$ cat src/rtl/da_filter_pkg.sv
package da_filter_pkg;
  localparam int ADDR_W   = 48;
  localparam int KIND_W   = 3;
  localparam logic [31:0] CRC_POLY = 32'h04C11DB7;

  typedef enum logic [KIND_W-1:0] {
    KIND_REJECT  = 3'd0,
    KIND_SLOT0   = 3'd1,
    KIND_SLOT1   = 3'd2,
    KIND_SLOT2   = 3'd3,
    KIND_SLOT3   = 3'd4,
    KIND_HASH    = 3'd5,
    KIND_BCAST   = 3'd6,
    KIND_COPYALL = 3'd7
  } match_kind_e;

  // MSB-first CRC register, address bits fed from bit 0 upward
  function automatic logic [5:0] crc_hash_index(input logic [ADDR_W-1:0] a);
    logic [31:0] c;
    logic fb;
    c = '1;
    for (int i = 0; i < ADDR_W; i++) begin
      fb = c[31] ^ a[i];
      c = {c[30:0], 1'b0};
      if (fb) c = c ^ CRC_POLY;
    end
    return c[31:26];
  endfunction
endpackage

$ cat src/rtl/da_hash_lookup.sv
module da_hash_lookup
  import da_filter_pkg::*;
#(
  parameter int IDX_W = 6,
  localparam int TBL_N = 1 << IDX_W
) (
  input  logic [ADDR_W-1:0] addr,
  input  logic [TBL_N-1:0]  table_bits,
  output logic [IDX_W-1:0]  idx,
  output logic              bit_set
);
  always_comb begin
    idx     = IDX_W'(crc_hash_index(addr));
    bit_set = table_bits[idx];
  end
endmodule

$ cat src/rtl/da_slot_match.sv
module da_slot_match
  import da_filter_pkg::*;
#(
  parameter int NUM_SLOTS = 4,
  localparam int SEL_W = (NUM_SLOTS > 1) ? $clog2(NUM_SLOTS) : 1
) (
  input  logic [ADDR_W-1:0]        addr,
  input  logic [NUM_SLOTS*32-1:0]  slot_lo,
  input  logic [NUM_SLOTS*16-1:0]  slot_hi,
  output logic [NUM_SLOTS-1:0]     hit_vec,
  output logic                     hit_any,
  output logic [SEL_W-1:0]         hit_sel
);
  for (genvar g = 0; g < NUM_SLOTS; g++) begin : g_cmp
    assign hit_vec[g] = (addr == {slot_hi[16*g +: 16], slot_lo[32*g +: 32]});
  end

  always_comb begin
    hit_sel = '0;
    for (int i = NUM_SLOTS - 1; i >= 0; i--) begin
      if (hit_vec[i]) hit_sel = SEL_W'(i);
    end
  end

  assign hit_any = |hit_vec;
endmodule

$ cat src/rtl/da_filter.sv
module da_filter
  import da_filter_pkg::*;
#(
  parameter int NUM_SLOTS = 4,
  parameter int IDX_W     = 6,
  localparam int TBL_N    = 1 << IDX_W,
  localparam int SEL_W    = (NUM_SLOTS > 1) ? $clog2(NUM_SLOTS) : 1
) (
  input  logic                    clk,
  input  logic                    rst_n,
  input  logic                    da_valid,
  input  logic [47:0]             da,
  input  logic                    cfg_copy_all,
  input  logic                    cfg_no_bcast,
  input  logic                    cfg_mc_hash_en,
  input  logic                    cfg_uc_hash_en,
  input  logic [31:0]             hash_hi,
  input  logic [31:0]             hash_lo,
  input  logic [NUM_SLOTS*32-1:0] slot_lo,
  input  logic [NUM_SLOTS*16-1:0] slot_hi,
  output logic                    res_valid,
  output logic                    accept,
  output logic [2:0]              match_kind
);
  // named internal events
  logic                 is_bcast, is_mcast;
  logic [NUM_SLOTS-1:0] slot_hit_vec;
  logic                 slot_hit;
  logic [SEL_W-1:0]     slot_sel;
  logic [IDX_W-1:0]     hash_idx;
  logic                 hash_bit;
  logic                 hash_ok;
  match_kind_e          kind_nxt;

  da_slot_match #(.NUM_SLOTS(NUM_SLOTS)) u_slots (
    .addr(da), .slot_lo(slot_lo), .slot_hi(slot_hi),
    .hit_vec(slot_hit_vec), .hit_any(slot_hit), .hit_sel(slot_sel)
  );

  da_hash_lookup #(.IDX_W(IDX_W)) u_hash (
    .addr(da), .table_bits(TBL_N'({hash_hi, hash_lo})),
    .idx(hash_idx), .bit_set(hash_bit)
  );

  assign is_bcast = &da;
  assign is_mcast = da[0];
  assign hash_ok  = hash_bit & (is_mcast ? cfg_mc_hash_en : cfg_uc_hash_en);

  always_comb begin
    if (is_bcast) begin
      if (!cfg_no_bcast)     kind_nxt = KIND_BCAST;
      else if (cfg_copy_all) kind_nxt = KIND_COPYALL;
      else                   kind_nxt = KIND_REJECT;
    end else if (slot_hit) begin
      kind_nxt = match_kind_e'(KIND_W'(slot_sel) + KIND_W'(1));
    end else if (hash_ok) begin
      kind_nxt = KIND_HASH;
    end else if (cfg_copy_all) begin
      kind_nxt = KIND_COPYALL;
    end else begin
      kind_nxt = KIND_REJECT;
    end
  end

  always_ff @(posedge clk or negedge rst_n) begin
    if (!rst_n) begin
      res_valid  <= 1'b0;
      accept     <= 1'b0;
      match_kind <= KIND_REJECT;
    end else begin
      res_valid <= da_valid;
      if (da_valid) begin
        accept     <= (kind_nxt != KIND_REJECT);
        match_kind <= kind_nxt;
      end
    end
  end

  AST_VALID_FOLLOWS: assert property (@(posedge clk) disable iff (!rst_n)
    da_valid |=> res_valid);
  AST_NO_SPURIOUS_VALID: assert property (@(posedge clk) disable iff (!rst_n)
    !da_valid |=> !res_valid);
  AST_HOLD_RESULT: assert property (@(posedge clk) disable iff (!rst_n)
    !da_valid |=> ($stable(match_kind) && $stable(accept)));
  AST_ACCEPT_CODE: assert property (@(posedge clk) disable iff (!rst_n)
    accept == (match_kind != 3'd0));
  AST_BCAST_BLOCKED: assert property (@(posedge clk) disable iff (!rst_n)
    (da_valid && (&da) && cfg_no_bcast && !cfg_copy_all) |=> !accept);
  AST_BCAST_PASS: assert property (@(posedge clk) disable iff (!rst_n)
    (da_valid && (&da) && !cfg_no_bcast) |=> (match_kind == 3'd6));
  AST_COPYALL_TAKES: assert property (@(posedge clk) disable iff (!rst_n)
    (da_valid && cfg_copy_all) |=> accept);
  AST_SLOT_WINS: assert property (@(posedge clk) disable iff (!rst_n)
    (da_valid && !is_bcast && slot_hit) |=> (match_kind >= 3'd1 && match_kind <= 3'd4));
  AST_HASH_NEEDS_BIT: assert property (@(posedge clk) disable iff (!rst_n)
    (da_valid && !is_bcast && !slot_hit && !hash_bit && !cfg_copy_all) |=> !accept);
endmodule

$ cat config.mk
export PLATFORM = sky130hd
export DESIGN_NAME = da_filter
export DESIGN_NICKNAME = d
export VERILOG_FILES = /design/src/rtl/da_filter_pkg.sv /design/src/rtl/da_hash_lookup.sv /design/src/rtl/da_slot_match.sv /design/src/rtl/da_filter.sv
export SDC_FILE = /design/constraint.sdc
export NUM_CORES = 1
export LEC_CHECK = 0
export ABC_CLOCK_PERIOD_IN_PS = 1800
export BUFFER_PORTS_ARGS = -buffer_cell sky130_fd_sc_hd__buf_2
export CAP_MARGIN = 20
export CORE_AREA = 2 2 122 124
export CTS_BUF_LIST = sky130_fd_sc_hd__clkbuf_2
export CTS_CLUSTER_SIZE = 8
export DETAILED_ROUTE_END_ITERATION = 10
export DIE_AREA = 0 0 124 126
export PLACE_DENSITY = 0.78
export SYNTH_ARGS = -nofsm -noshare
export SYNTH_HDL_FRONTEND = slang
export SYNTH_SLANG_ARGS = --single-unit
$ cat constraint.sdc
create_clock -name clk -period 1.8 [get_ports clk]
set_input_delay 0.18 -clock clk [delete_from_list [all_inputs] [get_ports clk]]
set_output_delay 0.18 -clock clk [all_outputs]
set_load 0.01 [all_outputs]
==> flow_summary.toml, run 1 <==
[global_routing]
grt_pass1_vias = 7073
antenna_found_initial = 2
grt_pass1_wl_mm = 41.57
grt_usage_pct = 36.56
grt_max_degree = 26
overflow = 0

[sta]
max_freq_ghz = 0.2170
finalCritPeriodShare_pct = 256.1
setup_viol = 4
post-route-min-period_ps = 4609
rsz0062_at_grt = "yes"
layout_setup_ws_ps = -2809
slew_violations = 0
hold_viol_final = 0
relSlewSlack_pct = 55.86
fin_skew_ps = 0
worst_pin_slew_ps = 657.4

[worst_setup_path]
cp_max_fo = 8
end_kind = "flop"
required_ps = 1940
reg2regPathDepth = 2
crit_type = "in -> reg"
startpoint_type = "primary input"
startpoint = "da[2]"
worstReg2RegStart = "accept$_DFFE_PN0P_"
arrival_ps = 4750
reg2reg_slack_ps = 1080
reg2reg_to = "accept$_DFFE_PN0P_"

[yosys]
netlist_instances = 629
netlist.area_leader.share_pct = 33.40
synth.distinct_cells = 41
synth_edf_count = 0
yosysMostFrequentCell = "xnor2_1"
yosys_warnings = 0
netlist_area_um2 = 5743
synth_area_leaders = "xnor2_1 (33%), xor2_1 (19%), xnor3_1 (10%), mux2i_1 (6.3%), nand4_1 (4.4%)"
syn_area_per_cell_um2 = 9.130
synth-main-ff-cell = "dfrtp_1"
netlist.top_cell.by_area = "xnor2_1"
synth_fp_nets = 944
ys_async_sr_fraction_pct = 100.0
seq_area_frac_synth_pct = 2.179
ys_ff_latch = 5
ys_top_cells_by_count = "xnor2_1 (219), xor2_1 (125), nand4_1 (40)"

[floorplan]
ios = 316
rows = 44
initial_core_util_pct = 40.12
die_area_um2 = 15620
die_x_um = 124
core_um2 = 14310
die_h_um = 126

[routing]
drt-wirelength-per-cell_um = 23.11
ant_nets = 0
drc = 0
drtIter0Drc = 766
drtPass1Iterations = 5
vias = 6904
routed_via_density = 5.432
routed_wl_mm = 29.37

[place]
place_congestion = 1.045
placed_cells = 1248
port_buffers = 315
dp_hpwl_mm = 25.07

[status]
violations = "setup timing"
status = "complete, but fails checks"

[cells_and_area]
fillers = 1145
nets = 1401
drive_gt1_share_pct = 52.90
area_growth_pct = 61.74
fin_cells = 1271

[clock_tree]
root_buffer = "clkbuf_2"
cts_max_path_buffers = 2
cts_tree = "done"
clkLatencyLatePin_ps = 220
h-tree-depth = 1
cts_sinks = 5
cts_made_buffers = 3
clk_pin_slew_ps = 50

[worst_hold_path]
hp-start = "da_valid"
hold_depth = 1
min_path_type = "in -> reg"
whs_endpoint = "res_valid$_DFF_PN0_"

[job]
cap_violations = 0
[final cells by class]
cell class	count	area (µm²)	area share [%]
antenna	2	5.005	0.05388
multi-input combinational	568	5803	62.47
clock buffer	4	20.02	0.2155
inverter	4	15.01	0.1616
sequential	5	125.1	1.347
timing repair buffer	504	3090	33.27
tap	184	230.2	2.478
[routing by layer]
metal  track usage, %  wire [µm]
met5                0          0
met4            11.50       1037
met2            61.47      13900
met3            6.114       3268
met1            47.55      11160
[cells by family (layout without fill, tap and decap cells)]
| logic type | after synthesis | count (layout) | synth area share (%) |
|---|---|---|---|
| buf+inv | 56 | 512 | 4.597 |
| fa+ha+maj | 4 | 4 | 0.8715 |
| other cells | 0 | 2 | 0 |
| xor+xnor | 391 | 391 | 71.29 |
| simple gates | 102 | 102 | 10.20 |
| mux | 37 | 37 | 6.471 |
| compound gates | 34 | 34 | 4.401 |
| flops | 5 | 5 | 2.179 |
[worst max path at each step]
stage                                 to  slack [ps]
6_report              accept$_DFFE_PN0P_       -2810
3_5_place_dp          accept$_DFFE_PN0P_       -2950
2_1_floorplan         accept$_DFFE_PN0P_       -2580
5_1_grt        match_kind[2]$_DFFE_PN0P_       -2920
4_1_cts               accept$_DFFE_PN0P_       -2680
3_3_place_gp          accept$_DFFE_PN0P_       -2830
[worst max-delay path, cell delays in order]
cell      delay (ps)
buf_2            130
buf_6            140
buf_12           140
xnor2_4          140
buf_4            160
xnor2_4          170
xnor3_2          480
buf_4            160
xnor2_1          270
buf_4            200
xnor2_2           90
xnor2_2          200
xnor2_1          170
xnor3_2          520
mux2i_4          250
buf_4            160
a222oi_1         350
a22oi_1          120
nand3_1          130
a31oi_4          100
a211o_2          270
a31oi_1          170
[registers in the layout, summed over array words and instances (netlist names)]
| signal | cells |
|---|---|
| accept | 1 |
| match_kind | 3 |
| res_valid | 1 |
[placed cells by master, fill, tap and decap left out, types with 4 or more instances in the layout]
cell	count
xnor2_4	10
xor2_2	4
a21oi_1	11
xor2_4	4
a222oi_1	8
xor2_1	118
buf_6	6
nor2_1	5
xnor2_1	196
xnor3_1	19
mux2i_1	32
mux2i_4	4
xnor2_2	20
xor3_1	4
dfrtp_1	5
inv_1	4
buf_4	178
buf_12	4
nor4_1	33
nand4_1	40
a22oi_1	4
nand3_1	5
buf_2	313
clkbuf_2	4
nand2_1	13
xnor3_2	11
[stage by stage]
step	worst slack [ps]	setup TNS [ps]	util [%]	instance area, µm²	hold WS, ps
final	-2809	-11050	64.90	9289	176.0
after global routing	-2923	-11620	64.90	9289	157.6
after CTS	-2675	-10620	63.97	9156	147.1
after detailed placement	-2954	-11690	62.48	8944	-2.865
after global placement	-2831	-11190	62.48	8944	-4.949
after floorplan	-2581	-9927	-	6093	-115.6
[repair_timing]
action / CTS / global route
pin swaps: 16 / 5
buffers inserted: 12 / 4
hold buffers: 1 / 0
hold endpoints to repair: 5 / 0
resized for setup: 18 / 14
setup endpoints to repair: 4 / 4
Power of run 1 is not shown: default switching activity piles up to over one toggle a cycle in this logic, so the estimate is an artifact.
==> inputs of run 2 (changes only) <==
--- a/config.mk
+++ b/config.mk
@@ -13,7 +13,8 @@
 export CTS_CLUSTER_SIZE = 8
 export DETAILED_ROUTE_END_ITERATION = 10
 export DIE_AREA = 0 0 124 126
-export PLACE_DENSITY = 0.78
+export GPL_TIMING_DRIVEN = 0
+export PLACE_DENSITY = 0.81
 export SYNTH_ARGS = -nofsm -noshare
 export SYNTH_HDL_FRONTEND = slang
 export SYNTH_SLANG_ARGS = --single-unit
==> flow_summary.toml, run 2 (synthesis results as in run 1) <==
[status]
status = "complete, but fails checks"
violations = "setup timing"

[cells_and_area]
fillers = 1229
drive_gt1_share_pct = 42.92
final_common_cell = "buf_2"
final_cell_mix = "buf_2 (273), xnor2_1 (193), xor2_1 (117)"
area_growth_pct = 42.55
nets = 1248
multiInputGateArea_um2 = 5858
largest_reg_flops = 3
regArea_um2 = 125.1
reg_top3 = "match_kind (3), accept (1), res_valid (1)"
utilization_pct = 57.19
top_register = "match_kind"

[clock_tree]
clk_pin_slew_ps = 60
cts_max_path_buffers = 2
cts_tree = "done"
h-tree-depth = 1
clkLatencyLatePin_ps = 210
cts_sinks = 5
root_buffer = "clkbuf_2"
cts_made_buffers = 3

[sta]
post-route-min-period_ps = 4643
fin_skew_ps = 0
rsz0062_at_grt = "yes"
slew_violations = 0
relSlewSlack_pct = 43.73
hold_viol_final = 0
worst_pin_slew_ps = 844.1
setup_viol = 4
max_freq_ghz = 0.2154
finalCritPeriodShare_pct = 258.0
layout_setup_ws_ps = -2843

[routing]
top_layer = "met5"
met3_length_mm = 3.764
ant_nets = 0
vias = 6315
drc = 0
drtIter0Drc = 672
routed_wl_mm = 25.93
drt-wirelength-per-cell_um = 23.07
drtPass1Iterations = 5
routed-wl-met2_mm = 11.74
routed_via_density = 5.618
drt-met1-wl_mm = 9.071

[floorplan]
die_x_um = 124
core_um2 = 14310
ios = 316
initial_core_util_pct = 40.12
die_area_um2 = 15620
rows = 44
die_h_um = 126

[worst_setup_path]
cp_max_fo = 8
required_ps = 1920
startpoint_type = "primary input"
reg2regPathDepth = 1
worstReg2RegStart = "match_kind[2]$_DFFE_PN0P_"
reg2reg_slack_ps = 1090
end_kind = "flop"
crit_type = "in -> reg"
reg2reg_to = "match_kind[2]$_DFFE_PN0P_"
arrival_ps = 4770

[place]
port_buffers = 273
dp_hpwl_mm = 20.99
place_congestion = 1.055

[job]
cap_violations = 0

[worst_hold_path]
hold_depth = 1
min_path_type = "in -> reg"
whs_endpoint = "res_valid$_DFF_PN0_"
hp-start = "da_valid"

[global_routing]
grt_usage_pct = 31.50
overflow = 0
antenna_found_initial = 9
grt_pass1_vias = 6141
grt_max_degree = 11
grt_pass1_wl_mm = 36.29
==> run 2: through the flow <==
stage | instances | setup WS, ps | hold WS (ps) | setup TNS (ps) | cell area [µm²]
after global placement | 1086 | -3321 | -4.636 | -12970 | 7690
after CTS | 1111 | -2850 | 166.1 | -11260 | 8071
final | 1124 | -2843 | 173.7 | -11250 | 8187
after floorplan | 629 | -2581 | -115.6 | -9927 | 6093
after global routing | 1119 | -2932 | 175.6 | -11710 | 8174
after detailed placement | 1086 | -3401 | -3.912 | -13250 | 7690
==> run 2: area by class of cell <==
class                      count  area share [%]
sequential                     5           1.528
multi-input combinational    568           71.56
clock buffer                   4          0.2445
inverter                       4          0.1834
antenna                        8          0.2445
timing repair buffer         300           19.73
tap                          184           2.812
buffer                        51           3.699
==> run 2: worst max-delay path, stage by stage <==
cell and delay [ps]:
buf_8 100, ha_4 370, xnor3_4 420, buf_6 160, xor3_2 300, xnor2_4 260
xnor3_1 480, xnor2_2 170, xnor2_1 260, xnor3_2 560, mux2i_4 260, a222oi_1 410
a22oi_1 160, nand3b_1 160, a31oi_4 120, nand2b_4 150, a221oi_2 230
==> run 2: worst max-delay path by stage <==
stage               start                   endpoint  slack (ps)  depth (start not counted)
floorplan           da[0]         accept$_DFFE_PN0P_       -2580                         17
global placement    da[1]         accept$_DFFE_PN0P_       -3320                         17
detailed placement  da[1]         accept$_DFFE_PN0P_       -3400                         17
CTS                 da[0]         accept$_DFFE_PN0P_       -2850                         17
global route        da[1]  match_kind[0]$_DFFE_PN0P_       -2930                         18
finish              da[1]  match_kind[0]$_DFFE_PN0P_       -2840                         17
==> run 2: repair_timing <==
item,in CTS,in global routing
pin swaps,23,13
hold buffers,1,0
endpoints found under the hold margin,5,0
buffers inserted,21,5
resized for setup,36,15
setup endpoints to repair,4,4
==> run 2: layer usage <==
layer  GRT usage (%)  up-vias
met2           50.13      489
li1                -     2771
met3           9.828      117
met5               0        -
met4           13.15        2
met1           39.22     2936
Power of run 2 is left out for the same reason.
==> inputs of run 3 (changes only) <==
--- a/config.mk
+++ b/config.mk
@@ -5,16 +5,17 @@
 export SDC_FILE = /design/constraint.sdc
 export NUM_CORES = 1
 export LEC_CHECK = 0
+export ABC_AREA = 1
 export ABC_CLOCK_PERIOD_IN_PS = 1800
 export BUFFER_PORTS_ARGS = -buffer_cell sky130_fd_sc_hd__buf_2
-export CAP_MARGIN = 20
-export CORE_AREA = 2 2 122 124
+export CAP_MARGIN = 10
+export CORE_UTILIZATION = 46
 export CTS_BUF_LIST = sky130_fd_sc_hd__clkbuf_2
 export CTS_CLUSTER_SIZE = 8
 export DETAILED_ROUTE_END_ITERATION = 10
-export DIE_AREA = 0 0 124 126
 export GPL_TIMING_DRIVEN = 0
 export PLACE_DENSITY = 0.81
+export RECOVER_POWER = 100
 export SYNTH_ARGS = -nofsm -noshare
 export SYNTH_HDL_FRONTEND = slang
 export SYNTH_SLANG_ARGS = --single-unit
==> flow_summary.toml, run 3 <==
[clock_tree]
clkLatencyLatePin_ps = 230
h-tree-depth = 1
cts_made_buffers = 3
cts_sinks = 5
root_buffer = "clkbuf_2"
cts_tree = "done"
clk_pin_slew_ps = 70
cts_max_path_buffers = 2

[cells_and_area]
fillers = 1758
largest_reg_flops = 3
regArea_um2 = 125.1
multiInputGateArea_um2 = 10030
final_common_cell = "nand2_1"
top_register = "match_kind"
reg_top3 = "match_kind (3), accept (1), res_valid (1)"
nets = 2475
drive_gt1_share_pct = 39.32
area_growth_pct = 42.50
final_cell_mix = "nand2_1 (555), buf_2 (282), xnor2_1 (184)"

[routing]
routed_via_density = 5.641
vias = 13750
drc = 0
drt-wirelength-per-cell_um = 18.92
drtIter0Drc = 1175
ant_nets = 0
routed_wl_mm = 46.10
drtPass1Iterations = 8

[worst_setup_path]
critical_path.top_delay_family = "simple AND/OR/NAND/NOR gates"
crit_type = "in -> reg"
startpoint_type = "primary input"
reg2regPathDepth = 2
reg2reg_to = "match_kind[2]$_DFFE_PN0P_"
required_ps = 1950
slowest_delay_ps = 270
path_buf_inv = 5
cpMostUsedCell = "nand2_4"
arrival_ps = 4770
cp_max_fo = 8
end_kind = "flop"
reg2reg_slack_ps = 1100
slowest_stage = "ha_4"
worstReg2RegStart = "match_kind[2]$_DFFE_PN0P_"

[sta]
post-route-min-period_ps = 4611
fin_skew_ps = 0
slew_violations = 0
layout_setup_ws_ps = -2811
rsz0062_at_grt = "yes"
hold_ws_ps = 139.7
worst_pin_slew_ps = 1053
relSlewSlack_pct = 29.82
max_freq_ghz = 0.2169
setup_viol = 4
finalCritPeriodShare_pct = 256.1
hold_viol_final = 0

[yosys]
netlist.area_leader.share_pct = 24.79
synth.distinct_cells = 50
syn_area_per_cell_um2 = 5.595
netlist_instances = 1767
synth_fp_nets = 2082
ys_ff_latch = 5
synth_area_leaders = "nand2_1 (25%), xnor2_1 (17%), nand3_1 (12%), inv_1 (6.3%), xor2_1 (6.0%)"
seq_area_frac_synth_pct = 1.266
ys_top_cells_by_count = "nand2_1 (653), nand3_1 (237), xnor2_1 (188)"
yosysMostFrequentCell = "nand2_1"
yosys_warnings = 0
synth-main-ff-cell = "dfrtp_1"
ys_async_sr_fraction_pct = 100.0
netlist.top_cell.by_area = "nand2_1"
netlist_area_um2 = 9886
synth_edf_count = 0

[floorplan]
die_h_um = 148.6
die_x_um = 148.6
initial_core_util_pct = 47.03
ios = 316
die_area_um2 = 22080
rows = 53
core_um2 = 21020

[status]
violations = "setup timing"
status = "complete, but fails checks"

[worst_hold_path]
min_path_type = "in -> reg"
hp-start = "da_valid"
whs_endpoint = "res_valid$_DFF_PN0_"
hold_depth = 1

[place]
port_buffers = 281
place_congestion = 1.055
dp_hpwl_mm = 35.27

[global_routing]
grt_max_degree = 11
overflow = 0
grt_pass1_wl_mm = 67.62
grt_usage_pct = 39.57
grt_pass1_vias = 12680
antenna_found_initial = 1

[job]
cap_violations = 0
==> run 3: changes by cell type after synthesis, sizes merged, moves of 10 or more <==
cell,change
clkbuf,-10
xnor2,-36
nand2,+780
nand3,+263
a21oi,-10
inv,+197
xor2,-50
nor2,+43
nand4,+17
nor4,-22
xnor3,-33
mux2i,-36
or2,+17
==> run 3: final cells by class <==
cell class	count	area share, %
Multi-Input combinational cell	1511	71.21
Timing Repair Buffer	388	17.01
Inverter	202	5.649
Buffer	49	2.602
Tap cell	275	2.442
Sequential cell	5	0.8882
Clock buffer	4	0.1421
Antenna cell	3	0.05329
==> run 3: worst reg2reg max path, cell delays in order, from the launching register on <==
cell and delay, ps:
dfrtp_1 400, nor2_1 120, a31oi_1 50
==> run 3: per-stage QoR <==
stage / std cells / setup TNS [ps] / area, µm² / util, % / setup WS [ps]
floorplan: 1767 / -8623 / 10010 / - / -2220
global placement: 2323 / -12800 / 11770 / 55.97 / -3281
detailed placement: 2323 / -13230 / 11770 / 55.97 / -3384
CTS: 2423 / -9943 / 13730 / 65.30 / -2549
global route: 2435 / -12350 / 14080 / 66.99 / -3167
finish: 2437 / -11020 / 14090 / 67.01 / -2811
==> run 3: what timing repair did <==
action | CTS | global route
gates resized for setup | 250 | 61
endpoints found under the setup margin | 4 | 4
gates cloned | 3 | 1
setup buffers | 93 | 10
endpoints found under the hold margin | 5 | 0
hold buffers | 1 | 0
pin swaps | 125 | 64
==> run 3: kinds of logic after synthesis <==
family | share of synthesized area [%]
AOI/OAI and AO/OA | 1.709
DFF | 1.266
and+or+nand+nor | 61.02
adders and majority gates | 0.5063
xor gates and xnor gates | 24.78
buffers and inverters | 10.72
==> run 3: worst max-delay path by stage <==
stage	startpoint	endpoint	slack, ps	cells after the start
floorplan	da[0]	accept$_DFFE_PN0P_	-2220	47
global placement	da[0]	accept$_DFFE_PN0P_	-3280	48
detailed placement	da[0]	accept$_DFFE_PN0P_	-3380	48
CTS	da[0]	accept$_DFFE_PN0P_	-2550	46
global route	da[0]	accept$_DFFE_PN0P_	-3170	46
finish	da[2]	match_kind[2]$_DFFE_PN0P_	-2810	45
==> run 3: layer usage <==
layer | vias up | share of wire [%] | wire (µm) | global-route usage [%]
li1 | 6366 | - | - | -
met3 | 262 | 9.2 | 4245 | 6.442
met4 | 0 | 9.0 | 4129 | 28.66
met1 | 6239 | 36 | 16440 | 44.33
met5 | - | 0 | 0 | 0
met2 | 880 | 46 | 21290 | 67.85
Power of run 3 is left out for the same reason.
